`src/rtl/idle_pkg.sv`:
```
package idle_pkg;
  typedef enum logic [1:0] {
    ACT_NONE   = 2'd0,
    ACT_BRANCH = 2'd1,
    ACT_NEXT   = 2'd2
  } act_e;

  typedef enum logic [1:0] {
    ST_NORMAL = 2'd0,
    ST_ARM    = 2'd1,
    ST_IDLE   = 2'd2
  } state_e;

  // strobes from control to datapath
  typedef struct packed {
    logic capture;
    logic inIdle;
  } ctl_s;
endpackage

```
`src/rtl/idle_ctrl.sv`:
```
module idle_ctrl
  import idle_pkg::*;
#(
  parameter int DELAY = 5
) (
  input  logic clk,
  input  logic rstN,
  input  logic modeSelWr,
  input  logic modeSelData,
  input  logic stopWr,
  input  logic stopData,
  input  logic wakeReq,
  output ctl_s ctl,
  output logic idleActive
);
  localparam int CNT_W = (DELAY < 2) ? 1 : $clog2(DELAY);

  state_e state;
  logic modeSel;
  logic [CNT_W-1:0] cnt;
  logic stopHit;

  assign stopHit = stopWr && stopData && !modeSel;

  always_ff @(posedge clk or negedge rstN) begin
    if (!rstN) begin
      state   <= ST_NORMAL;
      modeSel <= 1'b0;
      cnt     <= '0;
    end else begin
      if (modeSelWr) modeSel <= modeSelData;
      unique case (state)
        ST_NORMAL: if (stopHit) begin
          state <= ST_ARM;
          cnt   <= CNT_W'(DELAY - 1);
        end
        ST_ARM: if (cnt == '0) state <= ST_IDLE;
                else cnt <= cnt - 1'b1;
        ST_IDLE: if (wakeReq) state <= ST_NORMAL;
        default: state <= ST_NORMAL;
      endcase
    end
  end

  assign ctl.capture = (state == ST_IDLE) && wakeReq;
  assign ctl.inIdle  = (state == ST_IDLE);
  assign idleActive  = (state == ST_IDLE);

  assert_enter_arm_R2: assert property (@(posedge clk) disable iff (!rstN)
    (state == ST_NORMAL && stopWr && stopData && !modeSel) |=> state == ST_ARM);
  assert_ignore_stop_R3: assert property (@(posedge clk) disable iff (!rstN)
    (state == ST_NORMAL && stopWr && (modeSel || !stopData)) |=> state == ST_NORMAL);
  assert_arm_holds_R5: assert property (@(posedge clk) disable iff (!rstN)
    (state == ST_ARM) |=> state != ST_NORMAL);
  assert_wake_exit_R6: assert property (@(posedge clk) disable iff (!rstN)
    (state == ST_IDLE && wakeReq) |=> state == ST_NORMAL);
  assert_idle_stays_R6: assert property (@(posedge clk) disable iff (!rstN)
    (state == ST_IDLE && !wakeReq) |=> state == ST_IDLE);
endmodule

```
`src/rtl/idle_wake_dp.sv`:
```
module idle_wake_dp
  import idle_pkg::*;
#(
  parameter int NUM_EXT = 7,
  parameter int NUM_INT = 4,
  parameter int PRIO_W  = 3,
  parameter int ID_W    = 4
) (
  input  logic                      clk,
  input  logic                      rstN,
  input  ctl_s                      ctl,
  input  logic                      nmiReq,
  input  logic [NUM_EXT-1:0]        extReq,
  input  logic [NUM_EXT-1:0]        extMask,
  input  logic [NUM_EXT*PRIO_W-1:0] extPrio,
  input  logic [NUM_INT-1:0]        intReq,
  input  logic [NUM_INT-1:0]        intMask,
  input  logic [NUM_INT*PRIO_W-1:0] intPrio,
  input  logic                      inSvcValid,
  input  logic [PRIO_W-1:0]         inSvcPrio,
  input  logic                      intEnable,
  output logic                      wakeReq,
  output logic                      actStrobe,
  output act_e                      actCode,
  output logic                      ackPulse,
  output logic [ID_W-1:0]           ackId
);
  localparam int NUM_SRC = NUM_EXT + NUM_INT;
  localparam logic [ID_W-1:0] NMI_ID = '1;

  logic [NUM_SRC-1:0]        srcLive;
  logic [NUM_SRC*PRIO_W-1:0] srcPrio;
  logic                      found;
  logic [PRIO_W-1:0]         winPrio;
  logic [ID_W-1:0]           winId;
  logic                      doAck;
  act_e                      code;
  logic [ID_W-1:0]           id;

  assign srcLive = {intReq & ~intMask, extReq & ~extMask};
  assign srcPrio = {intPrio, extPrio};
  assign wakeReq = nmiReq || (|srcLive);

  // strict less-than keeps the lowest ID on a tie
  always_comb begin
    found   = 1'b0;
    winPrio = '1;
    winId   = '0;
    for (int i = 0; i < NUM_SRC; i++) begin
      if (srcLive[i] && (!found || srcPrio[i*PRIO_W +: PRIO_W] < winPrio)) begin
        found   = 1'b1;
        winPrio = srcPrio[i*PRIO_W +: PRIO_W];
        winId   = ID_W'(i);
      end
    end
  end

  always_comb begin
    if (nmiReq) begin
      doAck = 1'b1;
      code  = ACT_BRANCH;
      id    = NMI_ID;
    end else if (intEnable && (!inSvcValid || winPrio < inSvcPrio)) begin
      doAck = 1'b1;
      code  = ACT_BRANCH;
      id    = winId;
    end else begin
      doAck = 1'b0;
      code  = ACT_NEXT;
      id    = '0;
    end
  end

  always_ff @(posedge clk or negedge rstN) begin
    if (!rstN) begin
      actStrobe <= 1'b0;
      actCode   <= ACT_NONE;
      ackPulse  <= 1'b0;
      ackId     <= '0;
    end else begin
      actStrobe <= ctl.capture;
      actCode   <= ctl.capture ? code : ACT_NONE;
      ackPulse  <= ctl.capture && doAck;
      ackId     <= (ctl.capture && doAck) ? id : '0;
    end
  end

  assert_nmi_ack_R7: assert property (@(posedge clk) disable iff (!rstN)
    (ctl.capture && nmiReq) |=> ackPulse && ackId == NMI_ID && actCode == ACT_BRANCH);
  assert_di_next_R9: assert property (@(posedge clk) disable iff (!rstN)
    (ctl.capture && !nmiReq && !intEnable) |=> actCode == ACT_NEXT && !ackPulse);
  assert_held_R10: assert property (@(posedge clk) disable iff (!rstN)
    (ctl.capture && !nmiReq && inSvcValid && winPrio >= inSvcPrio) |=> actCode == ACT_NEXT && !ackPulse);
  assert_quiet_R11: assert property (@(posedge clk) disable iff (!rstN)
    !actStrobe |-> (actCode == ACT_NONE && !ackPulse && ackId == '0));
  assert_one_cycle_R11: assert property (@(posedge clk) disable iff (!rstN)
    (!ctl.inIdle) |=> !actStrobe);
endmodule

```
`src/rtl/idle_standby.sv`:
```
module idle_standby
  import idle_pkg::*;
#(
  parameter int NUM_EXT = 7,
  parameter int NUM_INT = 4,
  parameter int PRIO_W  = 3,
  parameter int ID_W    = 4,
  parameter int DELAY   = 5
) (
  input  logic                      clk,
  input  logic                      rstN,
  input  logic                      modeSelWr,
  input  logic                      modeSelData,
  input  logic                      stopWr,
  input  logic                      stopData,
  input  logic                      nmiReq,
  input  logic [NUM_EXT-1:0]        extReq,
  input  logic [NUM_EXT-1:0]        extMask,
  input  logic [NUM_EXT*PRIO_W-1:0] extPrio,
  input  logic [NUM_INT-1:0]        intReq,
  input  logic [NUM_INT-1:0]        intMask,
  input  logic [NUM_INT*PRIO_W-1:0] intPrio,
  input  logic                      inSvcValid,
  input  logic [PRIO_W-1:0]         inSvcPrio,
  input  logic                      intEnable,
  output logic                      cpuClkEn,
  output logic                      mainPeriClkEn,
  output logic                      auxPeriClkEn,
  output logic                      idleActive,
  output logic                      actStrobe,
  output logic [1:0]                actCode,
  output logic                      ackPulse,
  output logic [ID_W-1:0]           ackId
);
  ctl_s ctl;
  logic wakeReq;
  act_e code;

  idle_ctrl #(.DELAY(DELAY)) u_ctrl (
    .clk(clk), .rstN(rstN),
    .modeSelWr(modeSelWr), .modeSelData(modeSelData),
    .stopWr(stopWr), .stopData(stopData),
    .wakeReq(wakeReq), .ctl(ctl), .idleActive(idleActive)
  );

  idle_wake_dp #(.NUM_EXT(NUM_EXT), .NUM_INT(NUM_INT), .PRIO_W(PRIO_W), .ID_W(ID_W)) u_dp (
    .clk(clk), .rstN(rstN), .ctl(ctl),
    .nmiReq(nmiReq), .extReq(extReq), .extMask(extMask), .extPrio(extPrio),
    .intReq(intReq), .intMask(intMask), .intPrio(intPrio),
    .inSvcValid(inSvcValid), .inSvcPrio(inSvcPrio), .intEnable(intEnable),
    .wakeReq(wakeReq), .actStrobe(actStrobe), .actCode(code),
    .ackPulse(ackPulse), .ackId(ackId)
  );

  assign actCode       = code;
  assign cpuClkEn      = !idleActive;
  assign mainPeriClkEn = !idleActive;
  assign auxPeriClkEn  = 1'b1;

  assert_strobe_after_idle_R6: assert property (@(posedge clk) disable iff (!rstN)
    actStrobe |-> (cpuClkEn && $past(idleActive)));
  assert_reset_enables_R12: assert property (@(posedge clk)
    !rstN |-> (cpuClkEn && mainPeriClkEn && !actStrobe));
endmodule

```
`config.mk`:
```
export PLATFORM = sky130hd
export DESIGN_NAME = idle_standby
export DESIGN_NICKNAME = d
export VERILOG_FILES = /design/src/rtl/idle_pkg.sv /design/src/rtl/idle_ctrl.sv /design/src/rtl/idle_wake_dp.sv /design/src/rtl/idle_standby.sv
export SDC_FILE = /design/constraint.sdc
export NUM_CORES = 1
export LEC_CHECK = 0
export ABC_CLOCK_PERIOD_IN_PS = 1300
export CAP_MARGIN = 10
export CORE_MARGIN = 5
export CORE_UTILIZATION = 42
export DETAILED_ROUTE_END_ITERATION = 8
export HOLD_SLACK_MARGIN = 0.05
export PLACE_DENSITY = 0.85
export REMOVE_ABC_BUFFERS = 1
export SETUP_SLACK_MARGIN = 0.3
export SKIP_CTS_REPAIR_TIMING = 1
export SYNTH_ARGS = -nofsm -noshare
export SYNTH_HDL_FRONTEND = slang
export SYNTH_HIERARCHICAL = 1
export SYNTH_SLANG_ARGS = --single-unit
```
`constraint.sdc`:
```
create_clock -name clk -period 1.3 [get_ports clk]
set_clock_uncertainty 0.05 [all_clocks]
set_input_delay 0.195 -clock clk [delete_from_list [all_inputs] [get_ports clk]]
set_output_delay 0.195 -clock clk [all_outputs]
set_load 0.01 [all_outputs]
```
Word level (Yosys, flattened, before mapping). Cells that the tools add are included.

Add/subtract/negate cells: 1. Magnitude comparators: 11. Equal/unequal tests: 6. Mux-type cells: 46. Bitwise gates (word level): 4. Reductions and logical operators: 46.

Operators with widths (count): two-way mux 3 bit (17); less-than comparator 3 bit (11); two-way mux 4 bit (6); two-way mux 2 bit (8); logical AND 1 bit (15); zero test 1 bit (13); two-way mux 1 bit (13); logical OR 1 bit (12); OR reduction 11 bit (1); AND 7 bit (1); NOT 7 bit (1); inequality test 2 x 1 -> 1 bit (second input constant) (3); one-hot mux 2 bit (3 select lines) (1); one-hot mux 3 bit (2 select lines) (1); AND reduction 3 bit (2); AND 4 bit (1); NOT 4 bit (1); zero test 3 bit (1); subtractor 3 x 1 -> 3 bit (second input constant) (1); == test 2 x 1 -> 1 bit (second input constant) (1); == test 2 bit (second input constant) (1); zero test 2 bit (1); inequality test 2 bit (second input constant) (1); nonzero test 2 bit (1).

Register bits: 14. Output and inout bits: 12. Logic and storage cells: 121.

Logic depth before layout (Yosys ltp).
Depth after elaboration: 50. Depth in mapped cells: 77. Gate-level depth less buffers: 75.

Modules after synthesis. The synthesis kept the hierarchy.

Modules (own cells, without submodules): idle_wake_dp (times used 1, cells an instance 278, area each 1976.9 um2, seq. area each 200.2 um2); idle_ctrl (times used 1, cells an instance 26, area each 300.3 um2, seq. area each 150.1 um2); idle_standby (times used 1, cells an instance 4, area each 22.5 um2, seq. area each 0.0 um2).

Worst setup path before layout. OpenSTA, ideal clock, no wires.

Path kind: input -> register. From: input port extMask[1]. To: register u_dp.ackId[3]. Arrival time: 12716 ps. Path slack: -11610 ps. Cell stages on the path: 69. Buffers on the path: 2. Cell sequence: nand2b_1 -> buf_6 -> o22ai_1 -> ha_1 -> nor2_1 -> a21oi_1 -> nand2b_1 -> o21ai_1 -> nand2_1 -> o21ai_0 -> inv_1 -> ha_1 -> o211a_1 -> a41o_1 -> a31o_2 -> mux2i_1 -> ha_1 -> o21ai_0 -> [33 not listed] -> nor2_1 -> nor3_1 -> o2111ai_1 -> and3_1 -> buf_2 -> a31oi_1 -> inv_1 -> ha_1 -> o21ai_0 -> and2_1 -> o2111a_2 -> a211oi_4 -> mux2_2 -> ha_1 -> nand3_1 -> a2111oi_2 -> a211o_1 -> a41oi_1.

Cells in the longest elaborated chain, start to end: 47. Elaborated cells between the ends (all ways): 73. Classes of those cells: order compare (10); mux (27); bitwise (2); reduce/logical (34).

RTL lines: from (decl) (RTL line idle_standby.sv:18) `input logic [NUM_EXT-1:0] extMask,`; NOT 7 bit (*) (RTL line idle_wake_dp.sv:40) `assign srcLive = {intReq & ~intMask, extReq & ~extMask};`; AND 7 bit (*) (RTL line idle_wake_dp.sv:40); logical AND 1 bit (RTL line idle_wake_dp.sv:50) `if (srcLive[i] && (!found || srcPrio[i*PRIO_W +: PRIO_W] < winPrio)) begin`; two-way mux 3 bit / two-way mux 1 bit (equally long branches) (RTL line idle_wake_dp.sv:50); less-than comparator 3 bit / zero test 1 bit (equally long branches) (RTL line idle_wake_dp.sv:50); logical OR 1 bit (RTL line idle_wake_dp.sv:50); logical AND 1 bit (RTL line idle_wake_dp.sv:50); two-way mux 3 bit / two-way mux 1 bit (equally long branches) (RTL line idle_wake_dp.sv:50); [31 not listed]; two-way mux 3 bit (RTL line idle_wake_dp.sv:50); less-than comparator 3 bit (RTL line idle_wake_dp.sv:63) `end else if (intEnable && (!inSvcValid || winPrio < inSvcPrio)) begin`; logical OR 1 bit (RTL line idle_wake_dp.sv:63); logical AND 1 bit (RTL line idle_wake_dp.sv:63); two-way mux 1 bit (RTL line idle_wake_dp.sv:63); two-way mux 1 bit (RTL line idle_wake_dp.sv:59) `if (nmiReq) begin`; logical AND 1 bit (RTL line idle_wake_dp.sv:84) `ackId <= (ctl.capture && doAck) ? id : '0;`; two-way mux 4 bit (*) (RTL line idle_wake_dp.sv:84); to (signal assigned) (RTL line idle_wake_dp.sv:84); to (decl) (RTL line idle_wake_dp.sv:26) `output logic [ID_W-1:0] ackId`.

Every way passes the cells marked *; elsewhere a longest branch is shown, timed or not. A chain may end at the register's enable or synchronous reset.

Worst setup path in the final report.
From: input port extPrio[4]. To: register u_dp.actCode[0].

Cells in the longest elaborated chain, start to end: 46. Elaborated cells between the ends (all ways): 64. Classes of those cells: order compare (11); mux (22); reduce/logical (31).

RTL lines: from (decl) (RTL line idle_standby.sv:19) `input logic [NUM_EXT*PRIO_W-1:0] extPrio,`; less-than comparator 3 bit (RTL line idle_wake_dp.sv:50); logical OR 1 bit (RTL line idle_wake_dp.sv:50); logical AND 1 bit (RTL line idle_wake_dp.sv:50); two-way mux 3 bit / two-way mux 1 bit (equally long branches) (RTL line idle_wake_dp.sv:50); less-than comparator 3 bit / zero test 1 bit (equally long branches) (RTL line idle_wake_dp.sv:50); logical OR 1 bit (RTL line idle_wake_dp.sv:50); logical AND 1 bit (RTL line idle_wake_dp.sv:50); two-way mux 3 bit / two-way mux 1 bit (equally long branches) (RTL line idle_wake_dp.sv:50); [30 not listed]; logical AND 1 bit (RTL line idle_wake_dp.sv:50); two-way mux 3 bit (*) (RTL line idle_wake_dp.sv:50); less-than comparator 3 bit (*) (RTL line idle_wake_dp.sv:63); logical OR 1 bit (*) (RTL line idle_wake_dp.sv:63); logical AND 1 bit (*) (RTL line idle_wake_dp.sv:63); two-way mux 2 bit (*) (RTL line idle_wake_dp.sv:63); two-way mux 2 bit (*) (RTL line idle_wake_dp.sv:59); two-way mux 2 bit (*) (RTL line idle_wake_dp.sv:82) `actCode <= ctl.capture ? code : ACT_NONE;`; to (signal assigned) (RTL line idle_wake_dp.sv:82); to (decl) (RTL line idle_wake_dp.sv:24) `output act_e actCode,`.

Marks and branches as above.

==> key figures <==
Power and ir drop
  • Leak pwr: 0.00240 uW
  • Net Sw Frac: 45.6%
  • Pwr dens: 1080 nW/um^2
  • Max IR drop VDD: 0.755 mV
  • Combinational power share: 80.6%
  • Clk pwr share: 8.5%
  • Seq pwr share: 10.9%
  • Tot Pwr: 5440 uW
  • Switching pwr: 2480 uW
  • Pint: 2960 uW

STA
  • Post-route setup slack: -12.36 ns
  • Slew headroom: 49.0%
  • Fmax: 0.0732 GHz
  • Final Cycle Share: 1050%
  • RSZ-0062 raised after global routing: true
  • Fin crit period: 13.66 ns
  • WHS: roughly 0.19 ns
  • Final setup viols: 16
  • Fin. max-slew vios: 0
  • Final Hold Viols: 0
  • Worst-Margin Slew: between 0.7 and 0.8 ns

Die
  • DIE WIDTH: 83.9 um
  • Core area: 5200 sq um
  • I/O pin count: 79
  • Rows: 26
  • Die height: 83.9 um
  • Die ar.: 7040 sq um
  • Starting Density: 44.0%

Yosys
  • Post-synthesis cell count: 307
  • Ys Warns: 6
  • Syn avg cell area: 7.47 sq um
  • Post-Syn Area: 2290 sq um

Setup path
  • CP arrival: 13.74 ns
  • CP Class: in -> reg
  • Worst Path Max Fanout: 6
  • Flop-to-flop setup slack: -0.54 ns
  • Worst reg2reg path startpoint: u_ctrl/state[0]$_DFFE_PN0P_
  • WP data required: 1.38 ns
  • Crit end category: register
  • Startpoint Class: primary input
  • Slowest cell on crit path: a221oi_2
  • Max incr delay on CP: 0.43 ns
  • Crit path launch: extPrio[4]

Global route
  • Global-route wire length before repair: between 10,000 and 15,000 um
  • Pin count of the biggest net entering global routing: 15
  • Number of global-route vias before repair: 3,318
  • Gr usage total: between 20% and 30%
  • Gr ovfl total: 0
  • Initial antenna violation count: 1

Routing
  • Via count: ~4,300
  • Met3 WL: 2090 um
  • M1 WL: about 5200 um
  • DRC violations left: 0
  • Max layer used: met4
  • Iter 0 DRT Violations: between 600 and 700
  • Metal2 WL: around 7700 um
  • Final WL: between 15,000 and 20,000 um
  • Vias per cell: 7.07
  • Routed Antenna Nets: 0
  • 1st-pass router iterations: 7
  • Routed wire per std cell: 27.9 um

CTS
  • Clk root buf: clkbuf_8
  • Num CTS Buffers: 3
  • CTS clk-pin slew, worst paths: 0.06 ns
  • Insertion delay to the later sink of the worst-skew pair: 0.27 ns
  • Clock sink total: 14
  • H-tree levels: 1
  • CTS tree: done
  • Max clock buf depth: 2

Placed design
  • I/O Buffers: between 70 and 80
  • Hpwl dp: roughly 7400 um
  • Final Wtd Congestion: 0.917

Finish
  • Final nets: 627
  • Layout area overhead: 121%
  • Fraction of layout cells with a size suffix above 1: 54.1%

Min path
  • Type of the worst min-delay path: in -> async

Job
  • Max Cap Violations: 0

Outcome
  • Violated checks: setup timing
  • Outcome: complete, but fails checks
[power by group through the flow]
stage | Combinational (uW) | Clock, uW | Sequential [uW]
2_1_floorplan | 1300 | 0 | 584
3_3_place_gp | 2510 | 0 | 565
3_5_place_dp | 2670 | 0 | 569
4_1_cts | 2700 | 421 | 562
5_1_grt | 4510 | 481 | 597
6_report | 4390 | 465 | 592
[worst paths after layout]
path / end / cells past startpoint
min: u_ctrl/cnt[1]$_DFFE_PN0P_ / 2
max reg2reg: u_dp/ackId[1]$_DFF_PN0_ / 6
max in group asynchronous: u_dp/actStrobe$_DFF_PN0_ / 2
min in group clk: u_ctrl/modeSel$_DFFE_PN0P_ / 2
max: u_dp/actCode[0]$_DFF_PN0_ / 74
min reg2reg: u_ctrl/modeSel$_DFFE_PN0P_ / 1
[critical path, delay by kind of cell]
family | cells | cell delay (ns)
and+or+nand+nor | 18 | 2.76
muxes | 5 | 1.32
AOI/OAI and AO/OA | 32 | 5.60
buffers and inverters | 10 | 1.37
adders and majority gates | 9 | 2.45
[area by class of cell]
| type | instances | area (sq um) |
|---|---|---|
| Tap cell | 70 | 87.6 |
| Sequential cell | 14 | 350 |
| Clock buffer | 4 | 55.1 |
| Antenna cell | 1 | 2.50 |
| Fill cell | 87 | 149 |
| Timing Repair Buffer | 236 | 1990 |
| Inverter | 31 | 116 |
| Multi-Input combinational cell | 258 | 2450 |
[layer usage]
metal	vias to the layer above	GRT usage, %
met5	-	0
met4	0	6.58
met3	266	3.16
met2	531	47.2
met1	1921	25.1
li1	1624	-
[stage by stage]
stage | util (%) | setup TNS [ns] | instance area [sq um] | setup slack (ns) | cells
floorplan | - | -81.78 | 2260 | -11.57 | 303
global placement | 79.0 | -86.10 | 4110 | -11.76 | 582
detailed placement | 79.0 | -92.19 | 4110 | -12.54 | 582
CTS | 80.0 | -91.73 | 4170 | -12.39 | 586
global route | 97.1 | -90.47 | 5060 | -12.56 | 614
finish | 97.1 | -88.96 | 5060 | -12.36 | 614
[registers in the layout (all words and copies together), names as in the netlist]
register / cells
u_ctrl/state: 2
u_dp/ackPulse: 1
u_dp/actStrobe: 1
u_ctrl/cnt: 3
u_ctrl/modeSel: 1
u_dp/ackId: 4
u_dp/actCode: 2
[cells in the final DEF (no fill, tap or decap), types with 5 or more instances in the layout]
cell type,count
buf_4,146
clkbuf_2,10
a21oi_1,14
a21oi_2,5
inv_2,6
dfrtp_1,14
ha_4,10
buf_6,21
nand2_1,20
clkdlybuf4s50_1,49
o211ai_1,9
o21a_1,5
o21ai_1,5
o21ai_0,16
o21ai_2,9
dlymetal6s2s_1,8
nor2_1,17
nor2_2,5
nand2b_4,8
ha_1,5
inv_1,25
nand2b_1,15
Note: power is estimated with default switching activity, not from simulation.
